File: src/rtl/pta_pkg.sv
package pta_pkg;

  typedef enum logic [1:0] {
    DST_LOW  = 2'b00,
    DST_SELF = 2'b01,
    DST_HIGH = 2'b10,
    DST_NONE = 2'b11
  } dst_e;

  localparam int GRANT_W = 3;
  localparam int GR_LOW  = 0;
  localparam int GR_SELF = 1;
  localparam int GR_HIGH = 2;

endpackage

File: src/rtl/pta_cluster_or.sv
module pta_cluster_or #(
  parameter int TERMS = 4
) (
  input  logic [TERMS-1:0] terms_i,
  output logic             hit_o
);

  assign hit_o = |terms_i;

endmodule

File: src/rtl/pta_cluster_route.sv
module pta_cluster_route
  import pta_pkg::*;
#(
  parameter int IDX = 0,
  parameter int NUM = 16
) (
  input  logic [1:0]         code_i,
  output logic [GRANT_W-1:0] grant_o,
  output logic               bad_o
);

  localparam bit AT_BOTTOM = (IDX == 0);
  localparam bit AT_TOP    = (IDX == NUM - 1);

  always_comb begin
    grant_o = '0;
    bad_o   = 1'b0;
    case (dst_e'(code_i))
      DST_LOW: begin
        if (AT_BOTTOM) bad_o = 1'b1;
        else           grant_o[GR_LOW] = 1'b1;
      end
      DST_SELF: grant_o[GR_SELF] = 1'b1;
      DST_HIGH: begin
        if (AT_TOP) bad_o = 1'b1;
        else        grant_o[GR_HIGH] = 1'b1;
      end
      default: grant_o = '0;
    endcase
  end

  // a cluster is granted to at most one destination
  always_comb begin
    a_r9_single_dest: assert ($onehot0(grant_o))
      else $error("cluster %0d granted to several macrocells", IDX);
  end

  // an unused code grants nothing and is not an error
  always_comb begin
    if (code_i == 2'b11) begin
      a_r4_unused_idle: assert (grant_o == '0 && !bad_o)
        else $error("unused cluster %0d still routed", IDX);
    end
  end

  // a flagged cluster must not be routed anywhere
  always_comb begin
    if (bad_o) begin
      a_r7_r8_bad_dropped: assert (grant_o == '0)
        else $error("flagged cluster %0d still routed", IDX);
    end
  end

endmodule

File: src/rtl/pterm_steer.sv
module pterm_steer
  import pta_pkg::*;
#(
  parameter int NUM_MC       = 16,
  parameter int TERMS_PER_CL = 4
) (
  input  logic [NUM_MC*TERMS_PER_CL-1:0] pterm_i,
  input  logic [2*NUM_MC-1:0]            route_cfg_i,
  output logic [NUM_MC-1:0]              sum_o,
  output logic                           cfg_bad_o
);

  localparam int LAST = NUM_MC - 1;

  logic [NUM_MC-1:0]              cl_hit;
  logic [NUM_MC-1:0]              cl_bad;
  logic [NUM_MC-1:0][GRANT_W-1:0] grant;
  logic [NUM_MC-1:0]              fed;

  // one term-OR and one destination decoder per cluster
  for (genvar k = 0; k < NUM_MC; k++) begin : g_cluster
    pta_cluster_or #(.TERMS(TERMS_PER_CL)) u_or (
      .terms_i (pterm_i[k*TERMS_PER_CL +: TERMS_PER_CL]),
      .hit_o   (cl_hit[k])
    );
    pta_cluster_route #(.IDX(k), .NUM(NUM_MC)) u_route (
      .code_i  (route_cfg_i[2*k +: 2]),
      .grant_o (grant[k]),
      .bad_o   (cl_bad[k])
    );
  end

  // per macrocell gather over the non-wrapping neighbourhood
  for (genvar m = 0; m < NUM_MC; m++) begin : g_mc
    logic from_self, from_below, from_above;
    logic fed_below, fed_above;

    assign from_self = cl_hit[m] & grant[m][GR_SELF];

    if (m > 0) begin : g_below
      assign from_below = cl_hit[m-1] & grant[m-1][GR_HIGH];
      assign fed_below  = grant[m-1][GR_HIGH];
    end else begin : g_no_below
      assign from_below = 1'b0;
      assign fed_below  = 1'b0;
    end

    if (m < LAST) begin : g_above
      assign from_above = cl_hit[m+1] & grant[m+1][GR_LOW];
      assign fed_above  = grant[m+1][GR_LOW];
    end else begin : g_no_above
      assign from_above = 1'b0;
      assign fed_above  = 1'b0;
    end

    assign sum_o[m] = from_self | from_below | from_above;
    assign fed[m]   = grant[m][GR_SELF] | fed_below | fed_above;

    // a macrocell with no source stays at 0
    always_comb begin
      if (!fed[m]) begin
        a_r5_idle_zero: assert (!sum_o[m])
          else $error("macrocell %0d active without a source", m);
      end
    end
  end

  assign cfg_bad_o = |cl_bad;

  // nothing below cluster 0; decoder must never grant downward there
  always_comb begin
    a_r7_no_wrap_low: assert (!grant[0][GR_LOW])
      else $error("cluster 0 routed below the array");
    if (route_cfg_i[1:0] == 2'b00) begin
      a_r7_flag_low: assert (cfg_bad_o)
        else $error("bottom overflow not flagged");
    end
  end

  // nothing above the last cluster
  always_comb begin
    a_r8_no_wrap_high: assert (!grant[LAST][GR_HIGH])
      else $error("last cluster routed above the array");
    if (route_cfg_i[2*LAST +: 2] == 2'b10) begin
      a_r8_flag_high: assert (cfg_bad_o)
        else $error("top overflow not flagged");
    end
  end

endmodule

File: config.mk
export PLATFORM = sky130hd
export DESIGN_NAME = pterm_steer
export DESIGN_NICKNAME = d
export VERILOG_FILES = /design/src/rtl/pta_pkg.sv /design/src/rtl/pta_cluster_or.sv /design/src/rtl/pta_cluster_route.sv /design/src/rtl/pterm_steer.sv
export SDC_FILE = /design/constraint.sdc
export NUM_CORES = 1
export LEC_CHECK = 0
export BUFFER_PORTS_ARGS = -buffer_cell sky130_fd_sc_hd__clkbuf_2
export CELL_PAD_IN_SITES_DETAIL_PLACEMENT = 0
export CELL_PAD_IN_SITES_GLOBAL_PLACEMENT = 1
export CORE_MARGIN = 2
export CORE_UTILIZATION = 13
export DETAILED_ROUTE_END_ITERATION = 16
export PLACE_DENSITY_LB_ADDON = 0.1
export SYNTH_ARGS = -nofsm -noshare
export SYNTH_HDL_FRONTEND = slang
export SYNTH_SLANG_ARGS = --single-unit
File: constraint.sdc
create_clock -name vclk -period 2.18
set_input_delay 0.109 -clock vclk [all_inputs]
set_output_delay 0.109 -clock vclk [all_outputs]
set_load 0.02 [all_outputs]
Word-level counts from Yosys, hierarchy flattened
Cells that the tools add are included.

cells by class
  mux-type cells = 48
  reductions and logical operators = 33
  bitwise logic cells = 76
  equal/unequal tests = 32

operator list
  operator            count
  $reduce_or 4->1     16
  $mux 1              48
  $and 1x1->1         46
  $eq 2x1->1 const B  16
  $eq 2x2->1 const B  16
  $logic_not 2->1     16
  $or 1x1->1          30
  $reduce_or 2->1     1

storage, ports and cells
  logic and storage cells = 189
  bits of input ports = 96
  bits in registers = 0
  output and inout port bits = 17

Depth between registers and ports, before layout
Gate-level depths: netlist of run 1.

  depth after elaboration = 5
  gate-level depth with buffers = 3
  gate-level depth less buffers = 3

Hierarchy
A second synthesis of run 1 with hierarchy kept.

unflattened totals
  cell total of the unflattened synthesis = 131
  area, all modules = 843.3 um^2

modules (own cells, without submodules)
  module             area each (um^2)  seq. area each (um^2)  times used  cells an instance
  pta_cluster_route  30.0              0.0                    16          5
  pterm_steer        242.7             0.0                    1           35
  pta_cluster_or     7.5               0.0                    16          1

Worst setup path after synthesis of run 1
OpenSTA, ideal clock, no wires.

  path kind = input port to output port
  from = input pterm_i[33]
  to = output sum_o[9]
  stages on the path = 3
  arrival = 1.117 ns
  path slack = 0.954 ns
  required time = 2.071 ns
  cells stage by stage = or4_4 > and3b_1 > a211o_1

on the way
  word-level cells in the longest chain between the ends = 4

RTL lines
  element                   line                 text
  start, declared           pterm_steer.sv:7     input logic [NUM_MC*TERMS_PER_CL-1:0] pterm_i,
  $reduce_or 4->1           pta_cluster_or.sv:8  assign hit_o = |terms_i;
  $and 1x1->1               pterm_steer.sv:41    assign from_below = cl_hit[m-1] & grant[m-1][GR_HIGH];
  $or 1x1->1 (2 in series)  pterm_steer.sv:56    assign sum_o[m] = from_self | from_below | from_above;
  end, declared             pterm_steer.sv:9     output logic [NUM_MC-1:0] sum_o,

No other way between the ends.

Worst setup path after layout of run 1
  from = input pterm_i[45]
  to = output sum_o[12]

The elaborated chain is that of the path after synthesis.

==> results.md, run 1 <==
- Worst Setup Start Kind: input port
- Max Cap Viol: 0
- Most frequent cells in the layout: clkbuf_2 (113), nor4_1 (15), nor3b_1 (14), nor2_1 (12), nor3_1 (12)
- Iteration-0 DRC count of the detailed router: 32
- Port bufs: 113
- Sequential cell count: 0
- Post-synthesis sequential area ratio: 0%
- WS Path Type: input port to output port
- Share of the synthesized area in the top cell type: 20.95%
- Crit path DAT: 1320 ps
- Routed wire per std cell: 9.756 um
- Slew HR: 63.42%
- Die ar.: approximately 4400 um2
- Syn Area/Cell: about 6.5 um2
- Total number of vias: approximately 1.1k
- Largest net degree at the start of global routing: 4
- Initial antenna violation count: 0
- Share of cells above drive strength 1: roughly 61%
- Outcome: complete, no violations
- Register area: 0 um2
- Dpl cells: between 200 and 250
- GRT Overall Usage: a little under a tenth
- Cell Rows: 22
- Leak: about 0.63 nW
- Dpl hpwl: about 2200 um
- RSZ-0062 raised after global routing: no
- Clock buffer cells: 0
- Die width: approximately 66 um
- Overflow after GRT: 0
- Worst Path Required: about 2100 ps
- Min-delay worst type: input port to output port
- Final hold viol count: 0
- Area delta synth->final: 124.7%
- Filler instances: between 400 and 500
- Worst setup margin: 755.7 ps
- Routed wire length: roughly 2300 um
- Net count after synthesis: approximately 170
- Max-slew violations: 0
- # diodes: 0
- GP Congestion: 0.7038
- I/O pins: ~110
- CORE AREA: about 3700 um2
- Drt first pass iters: 2
- CP endpoint kind: output port
- PD cells: ~200 nW/um2
- Initial Util: 13.60%
- Max IR drop VDD: ~0.049 mV
- Vias in the first global route: approximately 900
- Die Y: approximately 66 um
- Hold-fix buffer count after cts: 0
- Post-Syn Instances: 77
- DRC viols: 0
- Post-CTS sizing: 0
- DP Worst Slack: about 700 ps
- Yosys warning count: 0
- Unique masters post-synth: 17
- Post-Syn Area: between 500 and 600 um2
- Setup Buffers After CTS: 0
- Post-route cell area: ~1100 um2
- Worst-Margin Slew: roughly 540 ps
- Net count, final: 288
- Post-DRT Antenna Nets: 0
- Placed Area: 1127 um2
- Setup TNS: 0 ps
- Critical path peak fanout: 3
- Synth area leader: nor3b_1
- Fmax: around 700 MHz
- Final period util: 65.33%
- Final setup violation count: 0
- Minimum clock period: about 1400 ps
- Post-route insts no fill: 238
- First-pass GRT wire length: about 3500 um
- Commonest non-fill, non-tap cell in the layout: clkbuf_2
- Dominant cells by area after synthesis: nor3b_1 (21%), nor4_1 (19%), a211o_1 (14%)
- Vias per inst: between 4 and 5
==> final timing paths <==
check / slack [ps] / from / to / depth (start not counted)
max: 760 / pterm_i[45] / sum_o[12] / 5
min: 510 / route_cfg_i[1] / cfg_bad_o / 3
==> synth_stat cells, drive strengths merged, types with 2 or more instances <==
library cell and instances:
a211o 8, nor3b 14, nor2 12, nand2b 2
o32ai 2, a221o 2, or3 3, nor4 15
nor3 12
==> worst max-delay path: stages <==
cell and delay, ps:
clkbuf_2 80, nor4_1 510, nor3b_1 100, or3_1 350, clkbuf_2 170
==> cell type report <==
cell class,instances,area (um2),share of cell area [%]
inverters,1,3.754,0.3330
multi-input cells,76,498.0,44.17
well taps,48,60.06,5.327
repair buffers,113,565.5,50.17
==> cells by family (layout without fill, tap and decap cells) <==
group / Yosys count / after routing / synth area share [%]
and+or+nand+nor: 62 / 62 / 74.07
AOI/OAI and AO/OA: 14 / 14 / 25.19
buffers and inverters: 1 / 114 / 0.7474
==> through the flow <==
step	hold WS, ps	util [%]	total power [mW]
finish	510.7	30.56	0.2301
global placement	512.3	30.56	0.2322
detailed placement	514.0	30.56	0.2330
global route	548.8	30.56	0.2536
floorplan	344.5	-	0.1022
CTS	514.2	30.56	0.2341
==> report_power, final <==
part	switching, mW	internal, mW	leakage, nW
Clock	0	0	0
Combinational	0.110	0.120	0.625
Sequential	0	0	0
Total	0.110	0.120	0.625
==> layer usage <==
metal	part of all wire (%)	vias to the layer above	GRT usage, %
met2	52	48	19.63
li1	-	555	-
met4	0	0	0
met5	0	-	0
met1	39	452	10.87
met3	9.7	0	0.6814
No activity file was read; power rests on OpenSTA's default activity.
==> inputs of run 2 (changes only) <==
--- a/config.mk
+++ b/config.mk
@@ -5,6 +5,7 @@
 export SDC_FILE = /design/constraint.sdc
 export NUM_CORES = 1
 export LEC_CHECK = 0
+export ABC_AREA = 1
 export BUFFER_PORTS_ARGS = -buffer_cell sky130_fd_sc_hd__clkbuf_2
 export CELL_PAD_IN_SITES_DETAIL_PLACEMENT = 0
 export CELL_PAD_IN_SITES_GLOBAL_PLACEMENT = 1
==> constraint.sdc (replaced) <==
create_clock -name vclk -period 1.3
set_input_delay 0.065 -clock vclk [all_inputs]
set_output_delay 0.065 -clock vclk [all_outputs]
set_load 0.02 [all_outputs]
==> run 2 against run 1 <==
  * Global-route usage down 0.88 points
  * Total power up 85%
  * Sequential share of layout area unchanged
  * Die area up 38%
  * Largest cell class is now multi-input gates
==> results.md, run 2 <==
- Outcome: complete, no violations
- Syn Area/Cell: slightly below 4 um2
- Worst Path Required: 1240 ps
- Worst-Margin Slew: between 100 and 150 ps
- Yosys warning count: 0
- Vias in the first global route: between 1k and 1.5k
- Die Y: between 70 and 80 um
- Hold-fix buffer count after cts: 0
- First-pass GRT wire length: about 4600 um
- Largest net degree at the start of global routing: 4
- # diodes: 0
- CORE AREA: a little over 5000 um2
- Post-CTS sizing: 0
- DP Worst Slack: ~580 ps
- Setup Buffers After CTS: 0
- Initial antenna violation count: 0
- Post-synthesis sequential area ratio: 0%
- PD cells: slightly above 300 nW/um2
- Slew HR: about nine tenths
- Clock buffer cells: 0
- Setup TNS: 0 ps
- Dominant cells by area after synthesis: nor2_1 (39%), nand2_1 (32%), inv_1 (15%)
- Total number of vias: roughly 1.3k
- Share of cells above drive strength 1: between 30% and 40%
- Unique masters post-synth: 5
- Worst setup margin: around 600 ps
- GRT Overall Usage: around 8.6%
- XOR/XNOR share of the synthesized area: 0%
- WS Path Type: input port to output port
- Overflow after GRT: 0
- Final period util: a little over half
- Routed wire length: about 2700 um
- Critical path peak fanout: 3
- Mux cell area share after synthesis: 0%
- Post-Syn Area: ~700 um2
- Leak: approximately 0.93 nW
- RSZ-0062 raised after global routing: no
- Post-Syn Instances: around 180
- Register area: 0 um2
- Vias per inst: 3.649
- Max IR drop VDD: between 0.07 and 0.08 mV
- Main combinational cell family by area after synthesis: simple AND/OR/NAND/NOR gates
- Initial Util: 13.69%
- Minimum clock period: 707.4 ps
- Top-count cell post-synth: nor2_1
- Iteration-0 DRC count of the detailed router: 20
- Die width: just under 80 um
- Synth Area in Compound Gates: less than 1%
- I/O pins: roughly 110
- Port bufs: around 110
- CP endpoint kind: output port
- Top cells by count, synth: nor2_1 (74), nand2_1 (60), inv_1 (29)
- Net count after synthesis: ~280
- Final setup violation count: 0
- Post-synthesis simple-gate area fraction: 83.75%
- GP Congestion: roughly 0.7
- Cell Rows: 26
- Die ar.: between 6000 and 7000 um2
- Tot Pwr: 0.4247 mW
- Net count, final: between 300 and 400
- Routed wire per std cell: roughly 7.5 um
- Area delta synth->final: 92.23%
- Share of the synthesized area in the top cell type: around two fifths
- Final hold viol count: 0
- Worst Setup Start Kind: input port
- Fmax: roughly 1400 MHz
- Max Cap Viol: 0
- Post-DRT Antenna Nets: 0
- Max-slew violations: 0
- Drt first pass iters: 4
- DRC viols: 0
- Crit path DAT: around 640 ps
- Adder-Cell Fraction of Synth Area: 0%
- Synth area leader: nor2_1
- Dpl hpwl: around 2600 um
- Most frequent cells in the layout: clkbuf_2 (113), nor2_1 (74), nand2_1 (60), inv_1 (29), nand3_1 (18)
- Sequential cell count: 0
- Min-delay worst type: input port to output port
- Commonest non-fill, non-tap cell in the layout: clkbuf_2
==> run 2: final cells by class <==
type / count / area, um2
multi-input cells: 153 / 599.3
inverters: 29 / 108.9
fillers: 617 / 3811
repair buffers: 113 / 565.5
well taps: 70 / 87.58
==> run 2: metal layers <==
| metal | track usage [%] | wire length [um] | vias up |
|---|---|---|---|
| met2 | 16.38 | 1238 | 61 |
| met4 | 1.071 | 40 | 0 |
| li1 | - | - | 767 |
| met5 | 0 | 0 | - |
| met1 | 10.00 | 1159 | 500 |
| met3 | 1.628 | 295 | 4 |
==> run 2: report_power, final <==
group	internal, mW	switching, mW
sequential	0	0
combinational	0.201	0.224
clock	0	0
total	0.201	0.224
==> run 2: cell families (layout without fill, tap and decap cells) <==
family | count (synthesis) | after routing
and+or+nand+nor | 152 | 152
buffers and inverters | 29 | 142
AOI/OAI and AO/OA | 1 | 1
==> run 2: critical path: stages <==
cell	delay, ps
clkbuf_2	80
nor2_1	110
nand2_1	90
nand2_1	80
nand3_1	70
clkbuf_2	160
==> run 2: per-stage QoR <==
stage | util [%] | hold WS, ps | cell area [um2] | std cells
global placement | 26.32 | 440.0 | 1361 | 365
detailed placement | 26.32 | 442.3 | 1361 | 365
floorplan | - | 274.2 | 708.2 | 182
finish | 26.32 | 439.4 | 1361 | 365
CTS | 26.32 | 443.2 | 1361 | 365
global route | 26.32 | 461.8 | 1361 | 365
==> run 2: worst paths after layout <==
| check | endpoint | cells after the start | start |
|---|---|---|---|
| worst max-delay path | sum_o[13] | 6 | pterm_i[59] |
| worst min-delay path | cfg_bad_o | 3 | route_cfg_i[1] |
==> inputs of run 3 (changes only) <==
--- a/config.mk
+++ b/config.mk
@@ -10,7 +10,7 @@
 export CELL_PAD_IN_SITES_DETAIL_PLACEMENT = 0
 export CELL_PAD_IN_SITES_GLOBAL_PLACEMENT = 1
 export CORE_MARGIN = 2
-export CORE_UTILIZATION = 13
+export CORE_UTILIZATION = 14
 export DETAILED_ROUTE_END_ITERATION = 16
 export PLACE_DENSITY_LB_ADDON = 0.1
 export SYNTH_ARGS = -nofsm -noshare
==> constraint.sdc (replaced) <==
create_clock -name vclk -period 0.8
set_input_delay 0.04 -clock vclk [all_inputs]
set_output_delay 0.04 -clock vclk [all_outputs]
set_load 0.02 [all_outputs]
==> run 3 against run 2 <==
  * Sequential cell count is the same
  * Worst hold slack lost 52 ps
  * Clock-buffer cell count is the same
  * First-iteration DRC count grew 70%
  * Core utilization grew 2.0 points
  * Cell count shrank 0.82%
  * Critical endpoint is now sum_o[10]
  * Total power grew 62%
  * Wire length shrank 2.4%
  * Non-clock buffer count is the same
  * Die area shrank 6.8%
  * Global-route usage grew 0.54 points
  * Worst setup slack lost 450 ps
  * Highest routed layer is now met3
==> results.md, run 3 (synthesized netlist as in run 2, its figures left out) <==
- Routed wire length: between 2000 and 3000 um
- Net Sw Power: approximately 0.36 mW
- Commonest non-fill, non-tap cell in the layout: clkbuf_2
- Gate power share: 100.0%
- Hold-fix buffer count after cts: 0
- Largest net degree at the start of global routing: 4
- Final core utilization: between 20 and 30%
- Initial Util: between 10 and 15%
- Multi-input combinational cell area: about 600 um2
- Max Cap Viol: 0
- Placed Area: 1358 um2
- Port bufs: around 110
- Minimum clock period: about 650 ps
- Hold Slack: ~390 ps
- Vias per inst: around 3.6
- Slew HR: about 90%
- Overflow after GRT: 0
- Hold Path End: cfg_bad_o
- P_int: between 0.3 and 0.4 mW
- Setup TNS: 0 ps
- Die width: 75.12 um
- Dpl hpwl: between 2000 and 3000 um
- Cell Rows: 25
- PD cells: 506.1 nW/um2
- Final period util: around 82%
- Net Sw Frac: between 50% and 60%
- Area delta synth->final: 91.70%
- Die ar.: 5643 um2
- Routed wire per std cell: 7.370 um
- Sequential cell count: 0
- Drt first pass iters: 4
- GP Congestion: between 0.7 and 0.8
- Fmax: between 1500 and 2000 MHz
- Worst setup margin: 146.9 ps
- Filler instances: about 560
- Crit path launch: pterm_i[41]
- Share of cells above drive strength 1: a little under two fifths
- Worst Setup Start Kind: input port
- Sequential power share: 0%
- Hold Crit Start: route_cfg_i[1]
- RSZ-0062 raised after global routing: no
- Clock buffer cells: 0
- Post-CTS sizing: 0
- First-pass GRT wire length: around 4400 um
- WS Path Type: input port to output port
- Leak: around 0.93 nW
- # diodes: 0
- Setup Buffers After CTS: 0
- Crit path DAT: 610 ps
- Hold path cells: 3
- Register area: 0 um2
- Min-delay worst type: input port to output port
- Post-route cell area: approximately 1400 um2
- Max-slew violations: 0
- I/O pins: roughly 110
- Final setup violation count: 0
- Critical path peak fanout: 3
- Post-DRT Antenna Nets: 0
- Initial antenna violation count: 0
- Worst Path Required: ~760 ps
- CORE AREA: 4786 um2
- Worst-Margin Slew: between 100 and 150 ps
- Most frequent cells in the layout: clkbuf_2 (113), nor2_1 (74), nand2_1 (60), inv_1 (29), nand3_1 (18)
- Max IR drop VDD: 0.1141 mV
- CP endpoint kind: output port
- Net count, final: between 300 and 400
- GRT Overall Usage: a little under a tenth
- Outcome: complete, no violations
- Die Y: ~75 um
- Final hold viol count: 0
- Total number of vias: around 1.3k
- Vias in the first global route: between 1k and 1.5k
- DP Worst Slack: 127.5 ps
- Iteration-0 DRC count of the detailed router: 34
- DRC viols: 0
- Clk network pwr share: 0%
run 3: worst max-delay path by stage:
stage | slack [ps] | depth (start not counted) | to
global route | 20 | 6 | sum_o[10]
global placement | 130 | 6 | sum_o[14]
floorplan | 320 | 4 | sum_o[10]
detailed placement | 130 | 6 | sum_o[14]
CTS | 130 | 6 | sum_o[14]
finish | 150 | 6 | sum_o[10]
run 3: worst max-delay path, cell delays in order:
cell      delay (ps)
clkbuf_2          80
nor2_1            90
nand2_1          100
nand2_1           70
nand3_1           70
clkbuf_2         160
run 3: final cells by class:
class / count / area share (%)
multi-input combinational: 153 / 44.15
timing repair buffer: 113 / 41.66
tap: 67 / 6.175
inverter: 29 / 8.018
run 3: stage by stage:
step | power, mW | cells
after global placement | 0.7007 | 362
after global routing | 0.7844 | 362
after detailed placement | 0.6953 | 362
after CTS | 0.6981 | 362
after floorplan | 0.3309 | 182
final | 0.6870 | 362
run 3: power by group through the flow:
stage	Sequential, mW	Clock [mW]	Combinational (mW)
floorplan	0	0	0.331
global placement	0	0	0.701
detailed placement	0	0	0.695
CTS	0	0	0.698
global route	0	0	0.784
finish	0	0	0.687
run 3: per-layer routing:
layer / up-vias / global-route usage (%) / share of wire [%]
li1: 767 / - / -
met1: 495 / 10.95 / 43
met2: 57 / 18.23 / 47
met3: 0 / 0.9371 / 10
met4: 0 / 0 / 0
met5: - / 0 / 0
